**config.mk**
```make
export PLATFORM = sky130hd
export DESIGN_NAME = dual_bank_nco
export DESIGN_NICKNAME = d
export VERILOG_FILES = /design/src/rtl/nco_pkg.sv /design/src/rtl/nco_word_bank.sv /design/src/rtl/nco_sel_ctrl.sv /design/src/rtl/nco_phase_core.sv /design/src/rtl/dual_bank_nco.sv
export SDC_FILE = /design/constraint.sdc
export NUM_CORES = 1
export LEC_CHECK = 0
export ABC_AREA = 1
export BUFFER_PORTS_ARGS = -buffer_cell sky130_fd_sc_hd__buf_2
export CAP_MARGIN = 10
export CORE_MARGIN = 3
export CORE_UTILIZATION = 55
export CTS_CLUSTER_SIZE = 14
export DETAILED_ROUTE_END_ITERATION = 16
export PLACE_DENSITY_LB_ADDON = 0.2
export SYNTH_ARGS = -nofsm -noshare
export SYNTH_HDL_FRONTEND = slang
export SYNTH_SLANG_ARGS = --single-unit
```
**constraint.sdc**
```tcl
create_clock -name clk -period 2.9 [get_ports clk]
set_clock_uncertainty 0.05 [all_clocks]
set_input_delay 0 -clock clk [delete_from_list [all_inputs] [get_ports clk]]
set_output_delay 0 -clock clk [all_outputs]
set_load 0.005 [all_outputs]
```
**src/rtl/nco_pkg.sv**
```systemverilog
package nco_pkg;

  typedef enum logic [1:0] {
    TGT_FREQ0  = 2'd0,
    TGT_FREQ1  = 2'd1,
    TGT_PHASE0 = 2'd2,
    TGT_PHASE1 = 2'd3
  } wr_target_e;

  localparam int NUM_BANKS = 2;

endpackage

```
**src/rtl/nco_word_bank.sv**
```systemverilog
module nco_word_bank
  import nco_pkg::*;
#(
  parameter int ACC_W = 28,
  parameter int PHS_W = 12
) (
  input  logic             clk,
  input  logic             rst,
  input  logic             wr_en,
  input  logic [1:0]       wr_sel,
  input  logic [ACC_W-1:0] wr_data,
  input  logic             fsel,
  input  logic             psel,
  output logic [ACC_W-1:0] freq_word,
  output logic [PHS_W-1:0] phase_word
);

  logic [ACC_W-1:0] freq_q  [NUM_BANKS];
  logic [PHS_W-1:0] phase_q [NUM_BANKS];

  wr_target_e tgt;
  assign tgt = wr_target_e'(wr_sel);

  // One storage slot per bank; the reset input is deliberately absent here.
  for (genvar b = 0; b < NUM_BANKS; b++) begin : g_bank
    logic hit_freq;
    logic hit_phase;
    assign hit_freq  = wr_en && (tgt == (b == 0 ? TGT_FREQ0 : TGT_FREQ1));
    assign hit_phase = wr_en && (tgt == (b == 0 ? TGT_PHASE0 : TGT_PHASE1));

    always_ff @(posedge clk) begin
      if (hit_freq)  freq_q[b]  <= wr_data;
      if (hit_phase) phase_q[b] <= wr_data[PHS_W-1:0];
    end
  end

  assign freq_word  = freq_q[fsel];
  assign phase_word = phase_q[psel];

  // Reset leaves programmed words alone
  assert_words_kept_R7 : assert property (@(posedge clk)
    (rst && !wr_en) |=> ($stable(freq_q[0]) && $stable(freq_q[1]) &&
                         $stable(phase_q[0]) && $stable(phase_q[1])));

endmodule

```
**src/rtl/nco_sel_ctrl.sv**
```systemverilog
module nco_sel_ctrl #(
  parameter int SYNC_STAGES = 2
) (
  input  logic clk,
  input  logic rst,
  input  logic use_pins,
  input  logic ctl_fsel,
  input  logic ctl_psel,
  input  logic fsel_pin,
  input  logic psel_pin,
  output logic fsel_eff,
  output logic psel_eff
);

  localparam int LAST = SYNC_STAGES - 1;

  logic [LAST:0] f_chain;
  logic [LAST:0] p_chain;

  always_ff @(posedge clk) begin
    if (rst) begin
      f_chain <= '0;
      p_chain <= '0;
    end else begin
      f_chain[0] <= fsel_pin;
      p_chain[0] <= psel_pin;
      for (int i = 1; i < SYNC_STAGES; i++) begin
        f_chain[i] <= f_chain[i-1];
        p_chain[i] <= p_chain[i-1];
      end
    end
  end

  logic f_synced;
  logic p_synced;
  assign f_synced = f_chain[LAST];
  assign p_synced = p_chain[LAST];

  assign fsel_eff = use_pins ? f_synced : ctl_fsel;
  assign psel_eff = use_pins ? p_synced : ctl_psel;

  if (SYNC_STAGES == 2) begin : g_sync_chk
    // Pin level appears at the synchronizer output two edges later
    assert_pin_sync_R5 : assert property (@(posedge clk) disable iff (rst)
      $rose(f_synced) |-> $past(fsel_pin, 2));
    assert_psel_sync_R5 : assert property (@(posedge clk) disable iff (rst)
      $rose(p_synced) |-> $past(psel_pin, 2));
  end

endmodule

```
**src/rtl/nco_phase_core.sv**
```systemverilog
module nco_phase_core #(
  parameter int ACC_W = 28,
  parameter int PHS_W = 12
) (
  input  logic             clk,
  input  logic             rst,
  input  logic [ACC_W-1:0] step,
  input  logic [PHS_W-1:0] offset,
  output logic [ACC_W-1:0] acc_q,
  output logic [PHS_W-1:0] phase_q
);

  localparam int TOP_LSB = ACC_W - PHS_W;

  function automatic logic [ACC_W-1:0] acc_advance(input logic [ACC_W-1:0] a,
                                                   input logic [ACC_W-1:0] s);
    return a + s;
  endfunction

  function automatic logic [PHS_W-1:0] phase_sum(input logic [ACC_W-1:0] a,
                                                 input logic [PHS_W-1:0] o);
    return a[ACC_W-1:TOP_LSB] + o;
  endfunction

  logic [ACC_W-1:0] acc_next;
  logic [PHS_W-1:0] phase_next;
  assign acc_next   = acc_advance(acc_q, step);
  assign phase_next = phase_sum(acc_q, offset);

  always_ff @(posedge clk) begin
    if (rst) begin
      acc_q   <= '0;
      phase_q <= '0;
    end else begin
      acc_q   <= acc_next;
      phase_q <= phase_next;
    end
  end

  // A zero step freezes the accumulator
  assert_zero_step_holds_R1 : assert property (@(posedge clk) disable iff (rst)
    (step == '0) |=> $stable(acc_q));

  // With zero offset the phase is the old accumulator top
  assert_phase_tracks_R3 : assert property (@(posedge clk) disable iff (rst)
    (offset == '0) |=> (phase_q == $past(acc_q[ACC_W-1:TOP_LSB])));

endmodule

```
**src/rtl/dual_bank_nco.sv**
```systemverilog
module dual_bank_nco #(
  parameter int ACC_W       = 28,
  parameter int PHS_W       = 12,
  parameter int SYNC_STAGES = 2
) (
  input  logic             clk,
  input  logic             rst,
  input  logic             wr_en,
  input  logic [1:0]       wr_sel,
  input  logic [ACC_W-1:0] wr_data,
  input  logic             use_pins,
  input  logic             ctl_fsel,
  input  logic             ctl_psel,
  input  logic             fsel_pin,
  input  logic             psel_pin,
  output logic [ACC_W-1:0] acc_out,
  output logic [PHS_W-1:0] phase_out
);

  logic             fsel_eff;
  logic             psel_eff;
  logic [ACC_W-1:0] freq_word;
  logic [PHS_W-1:0] phase_word;

  nco_sel_ctrl #(.SYNC_STAGES(SYNC_STAGES)) u_sel (
    .clk      (clk),
    .rst      (rst),
    .use_pins (use_pins),
    .ctl_fsel (ctl_fsel),
    .ctl_psel (ctl_psel),
    .fsel_pin (fsel_pin),
    .psel_pin (psel_pin),
    .fsel_eff (fsel_eff),
    .psel_eff (psel_eff)
  );

  nco_word_bank #(.ACC_W(ACC_W), .PHS_W(PHS_W)) u_bank (
    .clk        (clk),
    .rst        (rst),
    .wr_en      (wr_en),
    .wr_sel     (wr_sel),
    .wr_data    (wr_data),
    .fsel       (fsel_eff),
    .psel       (psel_eff),
    .freq_word  (freq_word),
    .phase_word (phase_word)
  );

  nco_phase_core #(.ACC_W(ACC_W), .PHS_W(PHS_W)) u_core (
    .clk     (clk),
    .rst     (rst),
    .step    (freq_word),
    .offset  (phase_word),
    .acc_q   (acc_out),
    .phase_q (phase_out)
  );

  // Reset empties the datapath on the next edge
  assert_reset_clears_R7 : assert property (@(posedge clk)
    rst |=> (acc_out == '0 && phase_out == '0));

endmodule

```
==> results.sh, run 1 <==
export IMPL_fin_nets=973
export IMPL_fillerInstances=918
export IMPL_io_pins=78
export IMPL_final_seq_area_um2=3283
export IMPL_dr_pass1_iters=5
export IMPL_path_cells="nand2_1 > nand2_1 > buf_12 > mux2_2 > ha_1 > nand2_2 > nor2_1 > nand3_1 > nor2_1 > nand2_1 > nand3_2 > nand2_1 > nand2_1 > nor2_1"
export IMPL_ys_seq_elements=124
export IMPL_synth_largest_area_cell="edfxtp_1"
export IMPL_dieArea_um2=13450
export IMPL_p_leak_nw=3.969
export IMPL_drive_gt1_share_pct=19.87
export IMPL_slew_headroom_pct=64.06
export IMPL_numCtsBuffers=17
export IMPL_synth_area_um2=6650
export IMPL_synth_cells=766
export IMPL_finalMaxSlewViolations=0
export IMPL_yosysSeqAreaShare_pct=49.37
export IMPL_gp_congestion=0.9808
export IMPL_area_growth_pct=22.35
export IMPL_grt_pass1_vias=5432
export IMPL_antenna_found_initial=0
export IMPL_gr_usage_all_layers_pct=25.55
export IMPL_htree_levels=4
export IMPL_cts_resized=0
export IMPL_timing_final_ws_setup_ns=0.3453
export IMPL_hold_class="primary input to flip-flop"
export IMPL_fin_crit_sh_pct=88.09
export IMPL_root_buffer="clkbuf_16"
export IMPL_yosysTopAreaCellShare_pct=36.12
export IMPL_syn_nets=846
export IMPL_synth_flop_cell="edfxtp_1"
export IMPL_drv_cap=0
export IMPL_clkLatencyLatePin_ns=0.42
export IMPL_dpl_cell_count=984
export IMPL_cts_path_max_buffers=2
export IMPL_syn_avg_cell_area_um2=8.682
export IMPL_synth_warnings=0
export IMPL_dpl_worst_slack_ns=0.3707
export IMPL_max_stage_delay_ns=0.39
export IMPL_synth_edff_count=80
export IMPL_slowest_stage="ha_1"
export IMPL_cellPowerDensity_nw_per_um2=921.0
export IMPL_synth_area_top_cells="edfxtp_1 36%, dfxtp_1 13%, nand2_1 12%, ha_1 7.5%, inv_1 7.3%"
export IMPL_multiInputGateArea_um2=2830
export IMPL_hpwl_mm=11.70
export IMPL_critPathMostFrequentCell="nand2_1"
export IMPL_std_cell_rows=39
export IMPL_start_util_pct=57.26
export IMPL_grt_setup_unrepaired="no"
export IMPL_synth_cell_type_count=30
export IMPL_remaining_drc_errors=0
export IMPL_ir_drop_mv=0.5561
export IMPL_fmax_ghz=0.3914
export IMPL_die_w_um=116.0
export IMPL_coreArea_um2=11610
export IMPL_grt_first_pass_wirelength_mm=26.03
export IMPL_setup_viol=0
export IMPL_final_cells=1049
export IMPL_drt_total_wl_mm=16.10
export IMPL_port_buffers=77
export IMPL_synthArstFlopShare_pct=0
export IMPL_cts_tree="built"
export IMPL_die_h_um=116.0
export IMPL_num_vias=5451
export IMPL_viasPerCell=5.196
export IMPL_outcome="finished, final reports clean"
export IMPL_initialDrtViolationCount=334
export IMPL_min_period_ns=2.555
export IMPL_endpoint_kind="flip-flop"
export IMPL_cp_max_fo=29
export IMPL_synth_common_cells="214 x nand2_1, 129 x inv_1, 80 x edfxtp_1"
export IMPL_cts_sinks=124
export IMPL_post_drt_wl_per_cell_um=15.35
export IMPL_start_kind="flip-flop"
export IMPL_crit_type="flip-flop to flip-flop"
export IMPL_cts_clk_slew_worst_paths_ns=0.06
export IMPL_critPathRequiredTime_ns=3.17
export IMPL_worst_ep_arrival_time_ns=2.82
export IMPL_fin_tns_setup_ns=0
export IMPL_post_cts_setup_buffers=0
export IMPL_worst_pin_slew_ns=0.5378
export IMPL_gr_total_overflow=0
export IMPL_synthMostInstantiatedCell="nand2_1"
export IMPL_detail_route_antenna_nets=0
export IMPL_hold_viol=0
export IMPL_grt_start_max_net_pins=30
export IMPL_antenna_cells=0
## stage by stage
stage	area, µm²	utilization (%)	power, mW	hold WS, ns
floorplan	6650	-	4.439	0.04887
global placement	7219	62.16	5.310	0.1395
detailed placement	7219	62.16	5.361	0.1415
CTS	8137	70.06	7.499	0.05008
global route	8137	70.06	8.051	0.1006
finish	8137	70.06	7.494	0.08856
## routing by layer
metal | up-vias | global-route usage [%] | share of wire (%)
met5 | - | 0 | 0
met4 | 0 | 12.68 | 3.6
met3 | 48 | 6.057 | 5.7
met2 | 198 | 42.73 | 48
met1 | 2486 | 30.94 | 42
li1 | 2719 | - | -
## cell type report
type | count | share of cell area, %
Clock buffer | 18 | 5.398
Clock inverter | 14 | 1.815
Inverter | 129 | 5.951
Multi-Input combinational cell | 505 | 34.78
Sequential cell | 124 | 40.35
Tap cell | 143 | 2.199
Timing Repair Buffer | 116 | 9.503
## state kept, by name (all words and copies together), names as in the netlist
register        count
u_sel.p_chain       2
u_sel.f_chain       2
u_core.acc_q       28
u_core.phase_q     12
u_bank.phase_q     24
u_bank.freq_q      56
## path summary, 6_finish.rpt
kind,startpoint,slack (ns),to,cells after the start
hold / removal,wr_sel[0],0.09,u_bank.phase_q[0][4]$_DFFE_PP_,3
hold reg to reg,u_sel.f_chain[0]$_SDFF_PP0_,0.36,u_sel.f_chain[1]$_SDFF_PP0_,2
setup / recovery,u_sel.f_chain[1]$_SDFF_PP0_,0.35,u_core.acc_q[22]$_SDFF_PP0_,14
setup reg to reg,u_sel.f_chain[1]$_SDFF_PP0_,0.35,u_core.acc_q[22]$_SDFF_PP0_,14
## what timing repair did
item                       in CTS  in global routing
setup endpoints to repair       0                  0
hold buffers                   33                  0
hold endpoints to repair       89                  0
## cells by family after synthesis
kind of cell	after synthesis	synth area share [%]
and+or+nand+nor	349	21.88
DFF	124	49.37
buffers and inverters	137	8.222
adders and majority gates	42	8.128
xor gates and xnor gates	3	0.3952
muxes	36	6.096
AOI/OAI and AO/OA	75	5.908
## cells in the final DEF (no fill, tap or decap), types with 8 or more instances in the layout
master | Yosys | final
inv_1 | 129 | 129
mux2_2 | 35 | 35
edfxtp_1 | 80 | 80
clkbuf_16 | 0 | 17
a21oi_1 | 43 | 43
dlygate4sd3_1 | 0 | 33
nand3_2 | 8 | 8
nor2_1 | 77 | 77
dfxtp_1 | 44 | 44
buf_2 | 2 | 77
o21ai_0 | 23 | 23
nor2_2 | 8 | 8
nand2_1 | 214 | 214
ha_1 | 40 | 40
nand3_1 | 22 | 22
nand2_2 | 11 | 11
## worst max-delay path: cells and delay by family, from the launching register on
kind | cells | cell delay, ns
AND/OR/NAND/NOR | 11 | 1.10
adder cells (fa/ha/maj) | 1 | 0.39
multiplexers | 1 | 0.38
flip-flops | 1 | 0.30
buffers and inverters | 1 | 0.22
## power breakdown
group / internal (mW) / leakage [nW] / switching (mW)
registers: 2.20 / 1.10 / 0.239
logic: 1.10 / 2.59 / 1.89
clock network: 1.28 / 0.276 / 0.785
Power figures use the tool's default switching activity.
==> run 2: changes to the inputs <==
CTS_BUF_LIST = sky130_fd_sc_hd__clkbuf_8   (was not set)
GPL_TIMING_DRIVEN = 0   (was not set)
clock period = 2.5 ns   (was 2.9 ns; I/O delays follow)
==> run 2 against run 1 <==
Core utilization grew 7.4 points. Critical path type unchanged. Non-clock buffer count increased by 22. Maximum frequency grew 4.2%. First-iteration DRC count up 11%. Sequential power rose by 19%. Routed wire length grew 13%. Final cell count increased by 2.1%. Cell area rose by 11%. Worst hold slack gained 0.10 ns. Register-to-register slack worse by 0.30 ns. Global-route usage up 1.5 points. Clock power decreased by 13%.
==> results.sh, run 2 (same netlist as run 1, synthesis figures left out) <==
export IMPL_cp_max_fo=5
export IMPL_final_seq_area_um2=3283
export IMPL_root_buffer="clkbuf_8"
export IMPL_worst_pin_slew_ns=1.030
export IMPL_die_w_um=116.0
export IMPL_slew_headroom_pct=30.98
export IMPL_detail_route_antenna_nets=0
export IMPL_cts_path_max_buffers=2
export IMPL_cellPowerDensity_nw_per_um2=1031
export IMPL_endpoint_kind="flip-flop"
export IMPL_port_buffers=76
export IMPL_start_util_pct=57.26
export IMPL_outcome="finished, final reports clean"
export IMPL_io_pins=78
export IMPL_critPathRequiredTime_ns=2.79
export IMPL_die_h_um=116.0
export IMPL_viasPerCell=5.219
export IMPL_grt_first_pass_wirelength_mm=27.10
export IMPL_dieArea_um2=13450
export IMPL_largest_register="u_bank.freq_q"
export IMPL_antenna_found_initial=0
export IMPL_gr_usage_all_layers_pct=27.02
export IMPL_numCtsBuffers=17
export IMPL_remaining_drc_errors=0
export IMPL_dpl_cell_count=987
export IMPL_area_growth_pct=35.26
export IMPL_coreArea_um2=11610
export IMPL_regToRegSetupSlack_ns=0.05
export IMPL_hold_viol=0
export IMPL_htree_levels=4
export IMPL_start_kind="flip-flop"
export IMPL_fin_crit_sh_pct=98.05
export IMPL_drv_cap=0
export IMPL_hpwl_mm=12.48
export IMPL_cts_clk_slew_worst_paths_ns=0.07
export IMPL_ir_drop_mv=0.6091
export IMPL_fillerInstances=787
export IMPL_design_area_um2=8995
export IMPL_drt_total_wl_mm=18.14
export IMPL_final_cells=1071
export IMPL_cts_sinks=124
export IMPL_gp_congestion=0.8893
export IMPL_final_common_cell="nand2_1"
export IMPL_cts_tree="built"
export IMPL_crit_type="flip-flop to flip-flop"
export IMPL_layout_common_cells="174 x nand2_1, 130 x inv_1, 80 x edfxtp_1, 77 x buf_2, 61 x nor2_1"
export IMPL_p_leak_nw=4.206
export IMPL_std_cell_rows=39
export IMPL_antenna_cells=0
export IMPL_min_period_ns=2.451
export IMPL_top_regs="u_bank.freq_q: 56 flops, u_core.acc_q: 28 flops, u_bank.phase_q: 24 flops"
export IMPL_post_drt_wl_per_cell_um=16.94
export IMPL_dpl_cell_area_um2=7297
export IMPL_multiInputGateArea_um2=3583
export IMPL_grt_pass1_vias=5408
export IMPL_finalMaxSlewViolations=0
export IMPL_clkLatencyLatePin_ns=0.45
export IMPL_dr_pass1_iters=5
export IMPL_largest_register_ffs=56
export IMPL_grt_start_max_net_pins=17
export IMPL_fin_nets=995
export IMPL_setup_viol=0
export IMPL_drive_gt1_share_pct=32.54
export IMPL_initialDrtViolationCount=371
export IMPL_worst_ep_arrival_time_ns=2.74
export IMPL_num_vias=5590
export IMPL_gr_total_overflow=0
export IMPL_fmax_ghz=0.4079
export IMPL_hold_class="primary input to flip-flop"
run 2: cell count changes in the layout (fill, tap and decap cells not counted), sizes merged:
cell and change:
clkinvlp -2, dlygate4sd3 +3, bufinv +1, clkbuf +4, clkinv -6, inv +6, buf +16
run 2: per-stage QoR:
stage / total power, mW / worst slack (ns) / TNS, ns / utilization, % / hold slack [ns]
floorplan: 5.150 / 0.1566 / 0 / - / 0.04887
global placement: 6.180 / -0.3317 / -3.084 / 62.16 / 0.1395
detailed placement: 6.244 / -0.4311 / -3.486 / 62.83 / 0.1428
CTS: 8.535 / 0.004945 / 0 / 72.69 / 0.1506
global route: 9.928 / -0.07095 / -0.4070 / 77.45 / 0.1847
finish: 9.278 / 0.04867 / 0 / 77.45 / 0.1931
run 2: metal layers:
metal  up-vias  share of wire [%]  global-route usage (%)
met5         -                  0                       0
met4         0                2.0                   8.662
met2       164                 52                   47.64
li1       2769                  -                       -
met3        35                5.1                   5.849
met1      2622                 41                   33.02
run 2: final timing paths:
path              depth (start not counted)                         from                       endpoint
setup / recovery                         15  u_sel.f_chain[1]$_SDFF_PP0_    u_core.acc_q[21]$_SDFF_PP0_
hold / removal                            3                        wr_en  u_bank.freq_q[1][7]$_DFFE_PP_
setup reg to reg                         15  u_sel.f_chain[1]$_SDFF_PP0_    u_core.acc_q[21]$_SDFF_PP0_
hold reg to reg                           2  u_sel.p_chain[0]$_SDFF_PP0_    u_sel.p_chain[1]$_SDFF_PP0_
run 2: what timing repair did:
item,4_1_cts,5_1_grt
buffers inserted,7,8
cloned,0,2
pin swaps,6,39
endpoints found under the hold margin,127,0
hold buffers,36,0
endpoints found under the setup margin,22,26
gates resized for setup,58,116
run 2: cell type report:
cell class	instances	area share, %
multi-input combinational	505	39.84
sequential	124	36.50
timing repair buffer	131	11.02
inverter	129	5.383
clock buffer	19	2.907
tap	143	1.989
clock inverter	13	1.530
buffer	7	0.8346
run 2: critical path, stage by stage, from the launching register on:
cell     delay [ns]
dfxtp_1        0.31
nand2_1        0.08
nand2_4        0.13
buf_12         0.15
buf_12         0.12
mux2_4         0.33
ha_4           0.31
nand2_4        0.08
nor2_4         0.12
nand2_1        0.10
nor2_1         0.16
nand2_2        0.07
nand3_2        0.12
nand2_2        0.08
nand2_2        0.08
nor2_2         0.04
run 2: power breakdown:
part | internal [mW] | leakage, nW | switching (mW)
logic | 1.87 | 2.89 | 2.70
registers | 2.55 | 1.10 | 0.352
clock network | 1.01 | 0.219 | 0.793
total | 5.43 | 4.21 | 3.85
